===== config.mk =====
export PLATFORM = sky130hd
export DESIGN_NAME = cmp_timer8
export DESIGN_NICKNAME = d
export VERILOG_FILES = /design/src/rtl/cmp_timer8_pkg.sv /design/src/rtl/ct_prescaler.sv /design/src/rtl/ct_counter.sv /design/src/rtl/ct_channel.sv /design/src/rtl/cmp_timer8.sv
export SDC_FILE = /design/constraint.sdc
export NUM_CORES = 1
export LEC_CHECK = 0
export ABC_AREA = 1
export CAP_MARGIN = 15
export CORE_ASPECT_RATIO = 1.75
export CORE_MARGIN = 3
export CORE_UTILIZATION = 52
export DETAILED_ROUTE_END_ITERATION = 7
export GPL_ROUTABILITY_DRIVEN = 0
export GPL_TIMING_DRIVEN = 0
export PLACE_DENSITY = 0.76
export SLEW_MARGIN = 20
export SYNTH_ARGS = -nofsm -noshare
export SYNTH_HDL_FRONTEND = slang
export SYNTH_SLANG_ARGS = --single-unit

===== constraint.sdc =====
create_clock -name clk -period 1.93 [get_ports clk]
set_clock_uncertainty 0.2 [all_clocks]
set_input_delay 0.2895 -clock clk [delete_from_list [all_inputs] [get_ports clk]]
set_output_delay 0.2895 -clock clk [all_outputs]
set_load 0.005 [all_outputs]

===== src/rtl/cmp_timer8_pkg.sv =====
package cmp_timer8_pkg;

   typedef enum logic [1:0] {
      PA_OFF = 2'b00,
      PA_TOG = 2'b01,
      PA_CLR = 2'b10,
      PA_SET = 2'b11
   } pin_act_e;

   localparam logic [2:0] WAVE_CLR_ON_A = 3'b010;

   localparam logic [2:0] RA_CFG  = 3'd0;
   localparam logic [2:0] RA_RATE = 3'd1;
   localparam logic [2:0] RA_CNT  = 3'd2;
   localparam logic [2:0] RA_CMPA = 3'd3;
   localparam logic [2:0] RA_CMPB = 3'd4;
   localparam logic [2:0] RA_IEN  = 3'd5;
   localparam logic [2:0] RA_FLG  = 3'd6;

   localparam int unsigned NUM_RATES = 5;
   localparam int unsigned RATE_SHIFT [NUM_RATES] = '{0, 3, 6, 8, 10};

endpackage


===== src/rtl/ct_prescaler.sv =====
module ct_prescaler
   import cmp_timer8_pkg::*;
#(
   parameter int unsigned PRE_W = 10
) (
   input  logic       clk,
   input  logic       rst_n,
   input  logic [2:0] rate,
   output logic       tick
);

   logic [PRE_W-1:0]     pre;
   logic [NUM_RATES-1:0] taps;

   if (PRE_W < RATE_SHIFT[NUM_RATES-1]) begin : g_bad_width
      $error("ct_prescaler: PRE_W too small for the slowest rate");
   end

   always_ff @(posedge clk or negedge rst_n) begin
      if (!rst_n) pre <= '0;
      else        pre <= pre + 1'b1;
   end

   for (genvar k = 0; k < NUM_RATES; k++) begin : g_tap
      localparam int unsigned SH = RATE_SHIFT[k];
      if (SH == 0) begin : g_every
         assign taps[k] = 1'b1;
      end else begin : g_mask
         assign taps[k] = &pre[SH-1:0];
      end
   end

   always_comb begin
      if (rate >= 3'd1 && rate <= 3'(NUM_RATES))
         tick = taps[rate - 3'd1];
      else
         tick = 1'b0;
   end

endmodule


===== src/rtl/ct_counter.sv =====
module ct_counter #(
   parameter int unsigned CNT_W = 8
) (
   input  logic             clk,
   input  logic             rst_n,
   input  logic             tick,
   input  logic             clr_on_top,
   input  logic [CNT_W-1:0] top_val,
   input  logic             load,
   input  logic [CNT_W-1:0] load_val,
   output logic [CNT_W-1:0] cnt
);

   logic at_top;
   assign at_top = clr_on_top && (cnt == top_val);

   always_ff @(posedge clk or negedge rst_n) begin
      if (!rst_n)     cnt <= '0;
      else if (load)  cnt <= load_val;
      else if (tick)  cnt <= at_top ? '0 : cnt + 1'b1;
   end

endmodule


===== src/rtl/ct_channel.sv =====
module ct_channel
   import cmp_timer8_pkg::*;
#(
   parameter int unsigned CNT_W = 8
) (
   input  logic             clk,
   input  logic             rst_n,
   input  logic             tick,
   input  logic             hold,
   input  logic [CNT_W-1:0] cnt,
   input  logic [CNT_W-1:0] cmp,
   input  logic [1:0]       act,
   output logic             match,
   output logic             pin
);

   logic state;

   assign match = tick && !hold && (cnt == cmp);

   always_ff @(posedge clk or negedge rst_n) begin
      if (!rst_n) state <= 1'b0;
      else if (match) begin
         case (pin_act_e'(act))
            PA_TOG:  state <= ~state;
            PA_CLR:  state <= 1'b0;
            PA_SET:  state <= 1'b1;
            default: state <= state;
         endcase
      end
   end

   assign pin = (pin_act_e'(act) == PA_OFF) ? 1'b0 : state;

endmodule


===== src/rtl/cmp_timer8.sv =====
module cmp_timer8
   import cmp_timer8_pkg::*;
#(
   parameter int unsigned CNT_W = 8,
   parameter int unsigned PRE_W = 10
) (
   input  logic             clk,
   input  logic             rst_n,
   input  logic             wr_en,
   input  logic [2:0]       wr_addr,
   input  logic [CNT_W-1:0] wr_data,
   input  logic [2:0]       rd_addr,
   output logic [CNT_W-1:0] rd_data,
   output logic             cmp_out_a,
   output logic             cmp_out_b,
   output logic             irq
);

   localparam int unsigned NCH = 2;

   if (CNT_W < 8) begin : g_bad_cnt
      $error("cmp_timer8: CNT_W must hold the configuration byte");
   end

   logic [NCH-1:0][1:0]       act;
   logic [2:0]                wave;
   logic [2:0]                rate;
   logic [NCH-1:0][CNT_W-1:0] cmp;
   logic [NCH-1:0]            ien, flg, match, pin;
   logic [CNT_W-1:0]          cnt;
   logic                      tick, ctc, cnt_load;

   assign ctc      = (wave == WAVE_CLR_ON_A);
   assign cnt_load = wr_en && (wr_addr == RA_CNT);

   always_ff @(posedge clk or negedge rst_n) begin
      if (!rst_n) begin
         act  <= '0;
         wave <= '0;
         rate <= '0;
         cmp  <= '0;
         ien  <= '0;
      end else if (wr_en) begin
         case (wr_addr)
            RA_CFG:  begin
               act[0] <= wr_data[1:0];
               act[1] <= wr_data[3:2];
               wave   <= wr_data[6:4];
            end
            RA_RATE: rate   <= wr_data[2:0];
            RA_CMPA: cmp[0] <= wr_data;
            RA_CMPB: cmp[1] <= wr_data;
            RA_IEN:  ien    <= wr_data[NCH-1:0];
            default: ;
         endcase
      end
   end

   ct_prescaler #(.PRE_W(PRE_W)) u_pre (
      .clk  (clk),
      .rst_n(rst_n),
      .rate (rate),
      .tick (tick)
   );

   ct_counter #(.CNT_W(CNT_W)) u_cnt (
      .clk       (clk),
      .rst_n     (rst_n),
      .tick      (tick),
      .clr_on_top(ctc),
      .top_val   (cmp[0]),
      .load      (cnt_load),
      .load_val  (wr_data),
      .cnt       (cnt)
   );

   for (genvar i = 0; i < NCH; i++) begin : g_ch
      ct_channel #(.CNT_W(CNT_W)) u_ch (
         .clk  (clk),
         .rst_n(rst_n),
         .tick (tick),
         .hold (cnt_load),
         .cnt  (cnt),
         .cmp  (cmp[i]),
         .act  (act[i]),
         .match(match[i]),
         .pin  (pin[i])
      );
   end

   logic [NCH-1:0] flg_clr;
   assign flg_clr = (wr_en && wr_addr == RA_FLG) ? wr_data[NCH-1:0] : '0;

   always_ff @(posedge clk or negedge rst_n) begin
      if (!rst_n) flg <= '0;
      else        flg <= (flg & ~flg_clr) | match;
   end

   always_comb begin
      case (rd_addr)
         RA_CFG:  rd_data = CNT_W'({1'b0, wave, act[1], act[0]});
         RA_RATE: rd_data = CNT_W'(rate);
         RA_CNT:  rd_data = cnt;
         RA_CMPA: rd_data = cmp[0];
         RA_CMPB: rd_data = cmp[1];
         RA_IEN:  rd_data = CNT_W'(ien);
         RA_FLG:  rd_data = CNT_W'(flg);
         default: rd_data = '0;
      endcase
   end

   assign cmp_out_a = pin[0];
   assign cmp_out_b = pin[1];
   assign irq       = |(flg & ien);

endmodule


After elaboration in Yosys (flattened, before gate mapping)
Cells that the tools add are included.
{ "totals": {"regBits": 50, "in_bits": 17, "out_inout_bits": 11, "wordCells": 84} }
{ "op_classes": {"n_addsub": 3, "n_lt_le_gt_ge": 3, "eq_ne": 21, "muxes": 12, "bitwise": 6, "n_reduce_logical": 27} }
{ "op_table": {"columns": ["op", "count"], "rows": [
  ["one-hot mux 8 bit (7 select lines)", 1],
  ["2-to-1 mux 8 bit", 3],
  ["== test 3 bit, second input constant", 6],
  ["== test 8 bit", 2],
  ["== test 3 x 2 -> 1 bit, second input constant", 5],
  ["AND reduction 2 bit", 7],
  ["adder 10 x 1 -> 10 bit, second input constant", 1],
  ["AND reduction 10 bit", 1],
  ["adder 8 x 1 -> 8 bit, second input constant", 1],
  ["== test 2 bit, second input constant", 4],
  ["AND reduction 8 bit", 1],
  ["logical AND 1 bit", 7],
  ["== test 3 x 1 -> 1 bit, second input constant", 2],
  ["zero test 3 bit", 2],
  ["one-hot mux 1 bit (3 select lines)", 2],
  ["AND reduction 6 bit", 1],
  ["nonzero test 3 bit", 2],
  ["bitwise AND 2 bit", 2],
  ["== test 2 x 1 -> 1 bit, second input constant", 2],
  ["zero test 2 bit", 2],
  ["less-than comparator 3 x 4 -> 1 bit, second input constant", 1],
  ["2-to-1 mux 1 bit", 4],
  ["binary-select mux 1 bit (select 3 bit)", 1],
  ["greater-or-equal comparator 3 x 1 -> 1 bit, second input constant", 1],
  ["10 further kinds", 11]
]} }

Depth between registers and ports, before layout
Gate-level depths: netlist (run 1).
{ "depth": {"depth_word": 7, "ltp_mapped": 13} }

Hierarchy
A second synthesis (run 1) with hierarchy kept.
{ "hier_totals": {"hier_cells": 454, "area_unflattened_um2": 3340.7} }
{ "by_module_without_submodules": {"columns": ["module", "instances", "cells_per_inst", "area_per_inst_um2", "seq_area_each_um2"], "rows": [
  ["cmp_timer8", 1, 212, 1665.3, 750.7],
  ["ct_counter", 1, 94, 699.4, 200.2],
  ["ct_prescaler", 1, 56, 515.5, 250.2],
  ["ct_channel", 2, 46, 230.2, 25.0]
]} }

Worst setup path before layout (run 1)
OpenSTA, ideal clock, no wires.
{ "synth_timing": {"path_type": "register -> register", "startpoint": "register rate[0]", "endpoint": "register u_cnt.cnt[0]", "arrival_time_ns": 1.525, "path_slack_ns": 0.088, "stages_incl_launch_ff": 14, "path_buffers": 0, "cell_sequence": "dfrtp_1 inv_2 ha_1 inv_1 nand3_1 nand2_1 nand2_1 nand2_1 nand2_1 nand2_2 a21oi_4 inv_4 nand2_1 nand2_1"} }
{ "synth_between": {"elab_chain_len": 5} }
{ "synth_lines": {"columns": ["item", "line", "text"], "rows": [
  ["from (decl)", "cmp_timer8.sv:27", "logic [2:0] rate;"],
  ["from (signal assigned)", "cmp_timer8.sv:50", "RA_RATE: rate <= wr_data[2:0];"],
  ["subtractor 3 x 1 -> 3 bit", "ct_prescaler.sv:35", "tick = taps[rate - 3'd1];"],
  ["binary-select mux 1 bit (select 3 bit)", "ct_prescaler.sv:35", null],
  ["2-to-1 mux 1 bit (implied by the code)", "ct_prescaler.sv:35", null],
  ["2-to-1 mux 1 bit (*)", "ct_prescaler.sv:34", "if (rate >= 3'd1 && rate <= 3'(NUM_RATES))"],
  ["nonzero test 2 bit (no source line) (*)", null, null],
  ["to (signal assigned)", "ct_counter.sv:19", "else if (load) cnt <= load_val;"],
  ["to (signal assigned)", "ct_counter.sv:20", "else if (tick) cnt <= at_top ? '0 : cnt + 1'b1;"],
  ["to (decl)", "ct_counter.sv:11", "output logic [CNT_W-1:0] cnt"]
]} }
Every way passes the cells marked *; elsewhere a longest branch is shown, timed or not. The select of a mux whose other input is x is not followed.
A chain may end at the register's enable or synchronous reset.

Worst setup path in the final report (run 1)
{ "layout_timing": {"startpoint": "register rate[1]", "endpoint": "register u_cnt.cnt[2]"} }
Same word-level chain as after synthesis.

==> results of run 1 <==
[final cells by class]
class / count / area, µm²
clock inverters: 3 / 47.5
multi-input cells: 281 / 1530
clock buffers: 5 / 68.8
inverters: 61 / 239
well taps: 74 / 92.6
fillers: 463 / 1590
flip-flops and latches: 50 / 1260
plain buffers: 6 / 35.0
repair buffers: 57 / 482
[cells by family after synthesis]
kind of cell / after synthesis
flip-flops: 50
XOR/XNOR: 13
AND/OR/NAND/NOR: 200
AO/OA/AOI/OAI: 63
buffers and inverters: 67
adder cells (fa/ha/maj): 5
[final timing paths]
| check | from | depth (start not counted) | slack [ns] | to |
|---|---|---|---|---|
| max | rate[1] | 13 | -0.03 | u_cnt.cnt[2] |
| min | u_pre.pre[9] | 1 | 0.28 | u_pre.pre[9] |
| max reg2reg | rate[1] | 13 | -0.03 | u_cnt.cnt[2] |
| min reg2reg | u_pre.pre[9] | 1 | 0.28 | u_pre.pre[9] |
| max in group asynchronous | rst_n | 2 | 0.70 | u_cnt.cnt[1] |
| min in group asynchronous | rst_n | 2 | 0.33 | cmp[13] |
[stage by stage]
step	cell area, µm²	setup TNS, ns	hold WS [ns]
after floorplan	2930	0	-0.206
after global placement	3300	-66.13	0.239
after detailed placement	3290	-12.19	0.151
after CTS	3700	-0.0871	0.287
after global routing	3750	-1.02	0.293
final	3750	-0.0761	0.282
[metal layers]
layer  track usage (%)  wire (µm)
met2              45.0       4300
met1              27.1       2970
met3              4.16        362
met5                 0          0
met4              16.7        449
[timing repair]
action	in CTS	in global routing
setup buffers	25	4
pin swaps	13	10
endpoints found under the hold margin	50	0
hold buffers	1	0
resized for setup	60	25
setup endpoints to repair	18	25
[cell usage in the layout (no fill, tap or decap), types with 4 or more instances in the layout]
| master | instances |
|---|---|
| nand2_1 | 135 |
| dfrtp_1 | 46 |
| inv_1 | 40 |
| o21ai_0 | 34 |
| buf_4 | 32 |
| inv_2 | 17 |
| nor2_1 | 16 |
| nand3_1 | 14 |
| clkdlybuf4s50_1 | 13 |
| xor2_1 | 10 |
| o21ai_1 | 8 |
| nand2_2 | 7 |
| nor2_2 | 5 |
| clkbuf_8 | 5 |
| inv_4 | 4 |
| nand4_1 | 4 |
| nor3_1 | 4 |
| dfrtp_2 | 4 |
[synth_stat cells, drive strengths merged (4+ instances only)]
cell	instances	area [µm²]
dfrtp	50	1250
ha	5	62.6
inv	61	231
nand2	144	558
nand3	17	85.1
nand4	4	25.0
nor2	24	113
nor3	7	40.0
o21ai	42	210
o22ai	5	31.3
xor2	10	87.6
[registers in the layout, indices dropped and copies added, names as in the netlist]
register         count
cmp                 16
u_pre.pre           10
u_cnt.cnt            8
act                  4
rate                 3
wave                 3
flg                  2
g_ch.u_ch.state      2
ien                  2
[worst register-to-register path, cell delays in order, from the launching register on]
cell	delay, ns
dfrtp_1	0.38
inv_2	0.07
ha_4	0.28
inv_2	0.04
nand3_2	0.04
nand2_1	0.04
nand2_1	0.05
nand2_1	0.05
nand2_1	0.06
nand2_2	0.10
a21oi_4	0.29
inv_4	0.12
nand2_1	0.09
nand2_1	0.05
[power groups by stage]
stage | registers (mW) | clock network (mW) | logic [mW]
finish | 1.49 | 0.779 | 1.41
global route | 1.52 | 0.822 | 1.60
CTS | 1.47 | 0.792 | 1.38
detailed placement | 1.49 | 0 | 1.24
global placement | 1.49 | 0 | 1.21
floorplan | 1.43 | 0 | 0.904
==> metrics.txt, run 1 <==
Main synth FF type=dfrtp_1; final setup violation count=8; Setup crit start kind=register; clk sinks=50; Final Power=between 3 and 4 mW; relative slew slack=between 50% and 60%; fin. max-slew vios=0; max incr delay on CP=roughly 0.38 ns; first-pass GRT wire length=between 10 and 15 mm; post-synthesis simple-gate area fraction=28.9%; vias per cell=approximately 5.4; Non-Filler Instances=537; Yosys reg bits=50; Worst-Skew Late Latency=just over 0.3 ns; count of flip-flops with a built-in enable after synthesis=0; Area Overhead vs Synth=27.9%; period utilization=102%; post-synthesis sequential area ratio=between 40% and 50%; Clock transition at path regs=approximately 0.10 ns; net switching power=approximately 1.4 mW; Synth Cell Area=2930 µm²; Post-Syn Instances=between 300 and 400; Min Clock Period, post-route=1.96 ns; peak supply drop=approximately 0.7 mV; pin count of the biggest net entering global routing=just over 50; vias in the first global route=between 2,000 and 3,000; # nets final=roughly 480; Final Hold Fails=0; maxcap violations=0; CP Max Fanout=8; Internal Power=approximately 2.3 mW; # port buffers=27; drt wl/cell=~15 µm; Post-Synth Adder-Cell Area=2.13%; sw frac=a little under two fifths; die footprint=~6600 µm²; Crit path top cell by count=nand2_1; Core ar.=about 5300 µm²; largest family of logic cells by synthesized area=simple AND/OR/NAND/NOR gates; dpl ws=-0.900 ns; drc violations=0; total global-route track usage=25.3%; Seq pwr share=40.5%; clock power share=about a fifth; achievable frequency=about 500 MHz; Power Density=between 900 and 1000 nW/µm²; Chip Width=62.8 µm; Arrival @ worst endpoint=roughly 2.0 ns; CP delay by family, top=simple AND/OR/NAND/NOR gates; unrepaired setup endpoints after global routing=true; layout cells sized above 1=23.5%; placed cells=around 500; crit path cell chain=inv_2 > ha_4 > inv_2 > nand3_2 > nand2_1 > nand2_1 > nand2_1 > nand2_1 > nand2_2 > a21oi_4 > inv_4 > nand2_1 > nand2_1; Worst EP required=about 1.9 ns; remaining antenna violation count=0; worst-margin pin slew=roughly 0.65 ns; FFs w/ async S/R, synth=100%; Comb pwr share=38.3%; Ant. Diodes=0; P_leak=slightly below 2 nW; root buffer cell=clkbuf_8; gr ovfl total=0; cell row count=35; Syn. warnings=0; Iter 0 DRT Violations=~140; Max Root-Sink Buffers=2; Setup CP Type=reg2reg; H-tree depth=2; Distinct cells, synth=36; number of antenna violations at the first check in global routing=0; Compound-Gate Fraction of Synth Area=13.4%; io pins=28; violated checks=negative setup slack; HP Class=reg2reg; Post-Synth XOR/XNOR Area=approximately 3.9%; outcome=finished with violations; die extent in y=between 100 and 150 µm; CTS Buf Count=5; synthesized area per cell=around 7.4 µm²; HPWL Detailed=between 5 and 6 mm; Post-Route WL=8.08 mm; post-layout util=a little over two thirds; critical path's slowest cell=dfrtp_1; Initial Utilization=approximately 55%; CTS tree=yes; multiplexer area fraction after synthesis=0%; final worst slack=-0.0310 ns; via count=about 2,900; syn nets=420; Pre-antenna DRT Iters=4; Buf/Inv on CP=3; CP endpoint kind=register
Power figures use the tool's default switching activity.
==> run 2: changes to the inputs <==
--- a/config.mk
+++ b/config.mk
@@ -9,12 +9,11 @@
 export CAP_MARGIN = 15
 export CORE_ASPECT_RATIO = 1.75
 export CORE_MARGIN = 3
-export CORE_UTILIZATION = 52
+export CORE_UTILIZATION = 45
 export DETAILED_ROUTE_END_ITERATION = 7
 export GPL_ROUTABILITY_DRIVEN = 0
 export GPL_TIMING_DRIVEN = 0
-export PLACE_DENSITY = 0.76
-export SLEW_MARGIN = 20
+export PLACE_DENSITY = 0.68
 export SYNTH_ARGS = -nofsm -noshare
 export SYNTH_HDL_FRONTEND = slang
 export SYNTH_SLANG_ARGS = --single-unit
==> metrics.txt, run 2 (same netlist as run 1, synthesis figures left out) <==
outcome=finished with violations; violated checks=negative setup slack; Arrival @ worst endpoint=1.94 ns (-0.03 ns); unrepaired setup endpoints after global routing=true; Crit path top cell by count=nand2_1; Max Root-Sink Buffers=2 (unchanged); crit path cell chain=inv_4 > ha_4 > inv_2 > nand3_2 > nand2_1 > nand2_1 > nand2_1 > nand2_1 > nand2_2 > a21oi_4 > inv_4 > nand2_2 > nand2_2; critical path's slowest cell=dfrtp_2; CTS tree=yes; most frequent cells in the layout=nand2_1, dfrtp_1, inv_1; cell row count=38 (+8.6%); clk sinks=50 (unchanged); TNS Setup=-0.000725 ns (+0.0754 ns); via count=2,773 (-3.7%); peak supply drop=0.484 mV (-29%); Power Density=950 nW/µm² (-3.2%); gr ovfl total=0 (unchanged); hold path depth=1 (unchanged); CTS Buf Count=5 (unchanged); worst-margin pin slew=0.552 ns (-0.103 ns); CP Max Fanout=8 (unchanged); final worst slack=-0.000725 ns (+0.0303 ns); Register Area=1260 µm² (unchanged); drt wl/cell=14.8 µm (-1.7%); Post-Route WL=7.90 mm (-2.3%); worst r2r src=rate[0]; Post-Layout Inst Area=3690 µm² (-1.7%); Hold Path End=u_pre.pre[9]; Core ar.=6280 µm² (+17%); dpl ws=-0.919 ns (-0.0188 ns); die extent in y=113 µm (+7.1%); Worst R2R Setup Slack=-0.0007 ns (+0.03 ns); commonest non-fill, non-tap cell in the layout=nand2_1; H-tree depth=2 (unchanged); die footprint=7560 µm² (+14%); Hold Crit Start=u_pre.pre[9]; # nets final=477 (-1.4%); final setup violation count=1 (-7); most flop-heavy register=cmp; remaining antenna violation count=0 (unchanged); Setup crit start kind=register; Worst EP required=1.94 ns (about the same); max incr delay on CP=0.41 ns (+0.03 ns); Area Overhead vs Synth=25.8%; layout cells sized above 1=20.9% (-2.6 points); HPWL Detailed=5.80 mm (+7.8%); HP Class=reg2reg; pin count of the biggest net entering global routing=29 (-43%); maxcap violations=0 (unchanged); Clock transition at path regs=0.09 ns (about the same); Cell Area, Placed=3320 µm² (+0.76%); Chip Width=67.0 µm (+6.8%); Min Clock Period, post-route=1.93 ns (-0.0303 ns); Iter 0 DRT Violations=150 (+9.5%); CP endpoint kind=register; Setup CP Type=reg2reg; Worst-Skew Late Latency=0.31 ns (about the same); Ant. Diodes=0 (unchanged); vias per cell=5.19 (-3.1%); drc violations=0 (unchanged); worst r2r dst=u_cnt.cnt[4]; total global-route track usage=22.6% (-2.7 points); Final Hold Fails=0 (unchanged); # port buffers=27 (unchanged); Buf/Inv on CP=3 (unchanged); post-layout util=58.8% (-11 points); period utilization=100% (-1.6 points); CP delay by family, top=simple AND/OR/NAND/NOR gates; root buffer cell=clkbuf_8; P_leak=1.91 nW (-1.5%); Pre-antenna DRT Iters=4 (unchanged); Largest regs=cmp: 16 flops, u_pre.pre: 10 flops, u_cnt.cnt: 8 flops; footprint of the multi-input gates=1530 µm² (about the same); io pins=28 (unchanged); Filler Cell Count=598 (+29%); number of antenna violations at the first check in global routing=0 (unchanged); achievable frequency=518 MHz (+1.6%); vias in the first global route=2,810 (-2.5%); first-pass GRT wire length=13.0 mm (-1.3%); Hold WS=0.284 ns (+0.00176 ns); relative slew slack=63.2% (+6.9 points); Initial Utilization=46.7% (-8.2 points); max reg flops=16 (unchanged); fin. max-slew vios=0 (unchanged); reg2reg path depth=13 (unchanged)
[run 2: layout make-up]
class                           instances  share of cell area [%]
Buffer                                  5                   0.848
Clock buffer                            6                    2.24
Inverter                               61                    6.41
Multi-Input combinational cell        281                    41.5
Sequential cell                        50                    34.0
Tap cell                               80                    2.71
Timing Repair Buffer                   51                    12.3
[run 2: per-layer routing]
layer	up-vias	track usage, %	share of wire [%]
met5	-	0	0
met4	0	9.62	2.0
met3	11	3.18	2.8
met2	56	42.3	57
met1	1329	24.0	38
li1	1377	-	-
[run 2: timing repair]
item,in CTS,in global routing
pin swaps,5,3
cloned,0,0
endpoints found under the hold margin,22,0
hold buffers,1,0
buffers inserted,15,7
setup endpoints to repair,22,21
resized for setup,51,21
[run 2: worst register-to-register path, stage by stage (launching register included)]
cell and delay [ns]:
dfrtp_2 0.41, inv_4 0.06, ha_4 0.28, inv_2 0.04, nand3_2 0.04, nand2_1 0.05
nand2_1 0.05, nand2_1 0.04, nand2_1 0.07, nand2_2 0.10, a21oi_4 0.25, inv_4 0.11
nand2_2 0.09, nand2_2 0.05
[run 2: worst max path at each step]
stage / from / endpoint / slack [ns] / cells after the start
after global placement: rst_n / u_pre.pre[9] / -1.11 / 1
after floorplan: rate[0] / u_cnt.cnt[0] / 0.09 / 13
final: rate[0] / u_cnt.cnt[4] / -0.0007 / 13
after global routing: rate[0] / u_cnt.cnt[4] / -0.12 / 13
after CTS: u_cnt.cnt[2] / rd_data[2] / -0.06 / 4
after detailed placement: rd_addr[1] / rd_data[2] / -0.92 / 6
[run 2: power breakdown]
group          switching, mW  internal, mW
registers              0.227          1.26
clock network          0.340         0.278
logic                  0.782         0.621
total                   1.35          2.16
[run 2: per-stage QoR]
step                      power (mW)  instances
after floorplan                 2.33        398
after global placement          2.71        505
after detailed placement        2.75        506
after CTS                       3.46        528
after global routing            3.76        534
final                           3.50        534
==> run 3: changes to the inputs <==
--- a/config.mk
+++ b/config.mk
@@ -13,7 +13,7 @@
 export DETAILED_ROUTE_END_ITERATION = 7
 export GPL_ROUTABILITY_DRIVEN = 0
 export GPL_TIMING_DRIVEN = 0
-export PLACE_DENSITY = 0.68
+export PLACE_DENSITY = 0.65
 export SYNTH_ARGS = -nofsm -noshare
 export SYNTH_HDL_FRONTEND = slang
 export SYNTH_SLANG_ARGS = --single-unit
==> constraint.sdc (replaced) <==
create_clock -name clk -period 2.1 [get_ports clk]
set_clock_uncertainty 0.2 [all_clocks]
set_input_delay 0.315 -clock clk [delete_from_list [all_inputs] [get_ports clk]]
set_output_delay 0.315 -clock clk [all_outputs]
set_load 0.005 [all_outputs]
==> metrics.txt, run 3 (same netlist as run 1, synthesis figures left out) <==
die extent in y=113 µm (unchanged); io pins=28 (unchanged); max reg flops=16 (unchanged); Seq pwr share=41.3% (-1.0 points); CP delay by family, top=simple AND/OR/NAND/NOR gates; via count=2,745 (-1.0%); Chip Width=67.0 µm (unchanged); clk sinks=50 (unchanged); pin count of the biggest net entering global routing=39 (+34%); total global-route track usage=22.6% (+0.044 points); fin. max-slew vios=0 (unchanged); achievable frequency=495 MHz (-4.4%); Setup CP Type=reg2reg; drc violations=0 (unchanged); H-tree depth=2 (unchanged); Comb pwr share=37.9% (-2.2 points); Final Power=3.31 mW (-5.6%); # port buffers=27 (unchanged); CP Max Fanout=8 (unchanged); Core ar.=6280 µm² (unchanged); sw frac=37.7% (-0.77 points); period utilization=96.1% (-3.9 points); # nets final=475 (-0.42%); Worst-Skew Late Latency=0.32 ns (about the same); maxcap violations=0 (unchanged); CTS tree=yes; Min Clock Period, post-route=2.02 ns (+0.0881 ns); Power Density=900 nW/µm² (-5.3%); Initial Utilization=46.7% (unchanged); commonest non-fill, non-tap cell in the layout=nand2_1; layout cells sized above 1=18.5% (-2.4 points); first-pass GRT wire length=12.9 mm (-0.53%); relative slew slack=64.1% (+0.91 points); net switching power=1.25 mW (-7.5%); crit path cell chain=inv_4 > ha_4 > inv_1 > nand3_1 > nand2_1 > nand2_1 > nand2_1 > nand2_1 > nand2_2 > a21oi_4 > inv_4 > nand2_1 > nand2_1; Worst EP required=2.11 ns (+0.17 ns); max incr delay on CP=0.45 ns (+0.04 ns); most flop-heavy register=cmp; gr ovfl total=0 (unchanged); Cell Area, Placed=3320 µm² (unchanged); Max Root-Sink Buffers=2 (unchanged); Buf/Inv on CP=3 (unchanged); number of antenna violations at the first check in global routing=0 (unchanged); peak supply drop=0.524 mV (+8.3%); vias per cell=5.14 (-1.0%); Arrival @ worst endpoint=2.03 ns (+0.09 ns); P_leak=1.93 nW (+1.1%); root buffer cell=clkbuf_8; drt wl/cell=14.8 µm (-0.23%); die footprint=7560 µm² (unchanged); HP Class=in2async; final setup violation count=0 (-1); Crit path top cell by count=nand2_1; Largest regs=cmp: 16 flops, u_pre.pre: 10 flops, u_cnt.cnt: 8 flops; clock power share=20.8% (+3.2 points); CP endpoint kind=register; CTS Buf Count=5 (unchanged); Pre-antenna DRT Iters=4 (unchanged); Iter 0 DRT Violations=184 (+23%); vias in the first global route=2,683 (-4.5%); Setup crit start kind=register; Post-Route WL=7.88 mm (-0.23%); critical path's slowest cell=dfrtp_2; Internal Power=2.06 mW (-4.4%); Area Overhead vs Synth=25.4%; worst-margin pin slew=0.538 ns (-0.0136 ns); outcome=finished clean; Final Hold Fails=0 (unchanged); Post-Layout Inst Area=3680 µm² (-0.34%); cell row count=38 (unchanged); HPWL Detailed=5.66 mm (-2.5%); remaining antenna violation count=0 (unchanged); most frequent cells in the layout=nand2_1, dfrtp_1, inv_1; Clock transition at path regs=0.10 ns (about the same); Ant. Diodes=0 (unchanged); unrepaired setup endpoints after global routing=true
-- run 3: repair_timing --
item | in CTS | in global routing
resized for setup | 39 | 16
cloned | 0 | 0
endpoints found under the hold margin | 12 | 0
pin swaps | 4 | 9
hold buffers | 1 | 0
buffers inserted | 15 | 4
setup endpoints to repair | 17 | 14
-- run 3: power groups by stage --
stage / Clock (mW) / Sequential [mW] / Combinational (mW)
after floorplan: 0 / 1.31 / 0.830
after detailed placement: 0 / 1.38 / 1.15
final: 0.688 / 1.37 / 1.26
after global routing: 0.739 / 1.39 / 1.43
after global placement: 0 / 1.37 / 1.12
after CTS: 0.705 / 1.36 / 1.21
-- run 3: final cells by class --
class / instances / area [µm²]
buffer: 6 / 33.8
multi-input combinational: 281 / 1510
clock inverter: 3 / 40.0
tap: 80 / 100
clock buffer: 5 / 68.8
timing repair buffer: 48 / 434
inverter: 61 / 234
fill: 622 / 2600
sequential: 50 / 1250
-- run 3: through the flow --
stage                     util, %  TNS [ns]  worst slack (ns)  instances  hold WS, ns
after floorplan                 -         0             0.258        398       -0.181
after global placement       52.6    -58.62             -1.02        505        0.246
after detailed placement     52.9     -8.32            -0.802        506       0.0339
after CTS                    57.3    -0.158            -0.117        530        0.234
after global routing         58.6   -0.0580           -0.0226        534        0.243
final                        58.6         0            0.0812        534        0.218
-- run 3: path summary, 6_finish.rpt --
check                             startpoint  slack [ns]           end  cells past startpoint
max in group asynchronous              rst_n        0.95       rate[0]                      3
worst min-delay path                   rst_n        0.22        cmp[5]                      2
min in group clk                u_pre.pre[0]        0.26  u_pre.pre[0]                      1
worst max-delay path                 rate[0]        0.08  u_cnt.cnt[2]                     13
worst max register to register       rate[0]        0.08  u_cnt.cnt[2]                     13
worst min register to register  u_pre.pre[0]        0.26  u_pre.pre[0]                      1
-- run 3: per-layer routing --
| layer | vias to the layer above | wire length [µm] | track usage [%] |
|---|---|---|---|
| met5 | - | 0 | 0 |
| met4 | 0 | 214 | 10.0 |
| met3 | 15 | 260 | 3.28 |
| met2 | 58 | 4220 | 40.1 |
| met1 | 1295 | 3190 | 26.0 |
| li1 | 1377 | - | - |
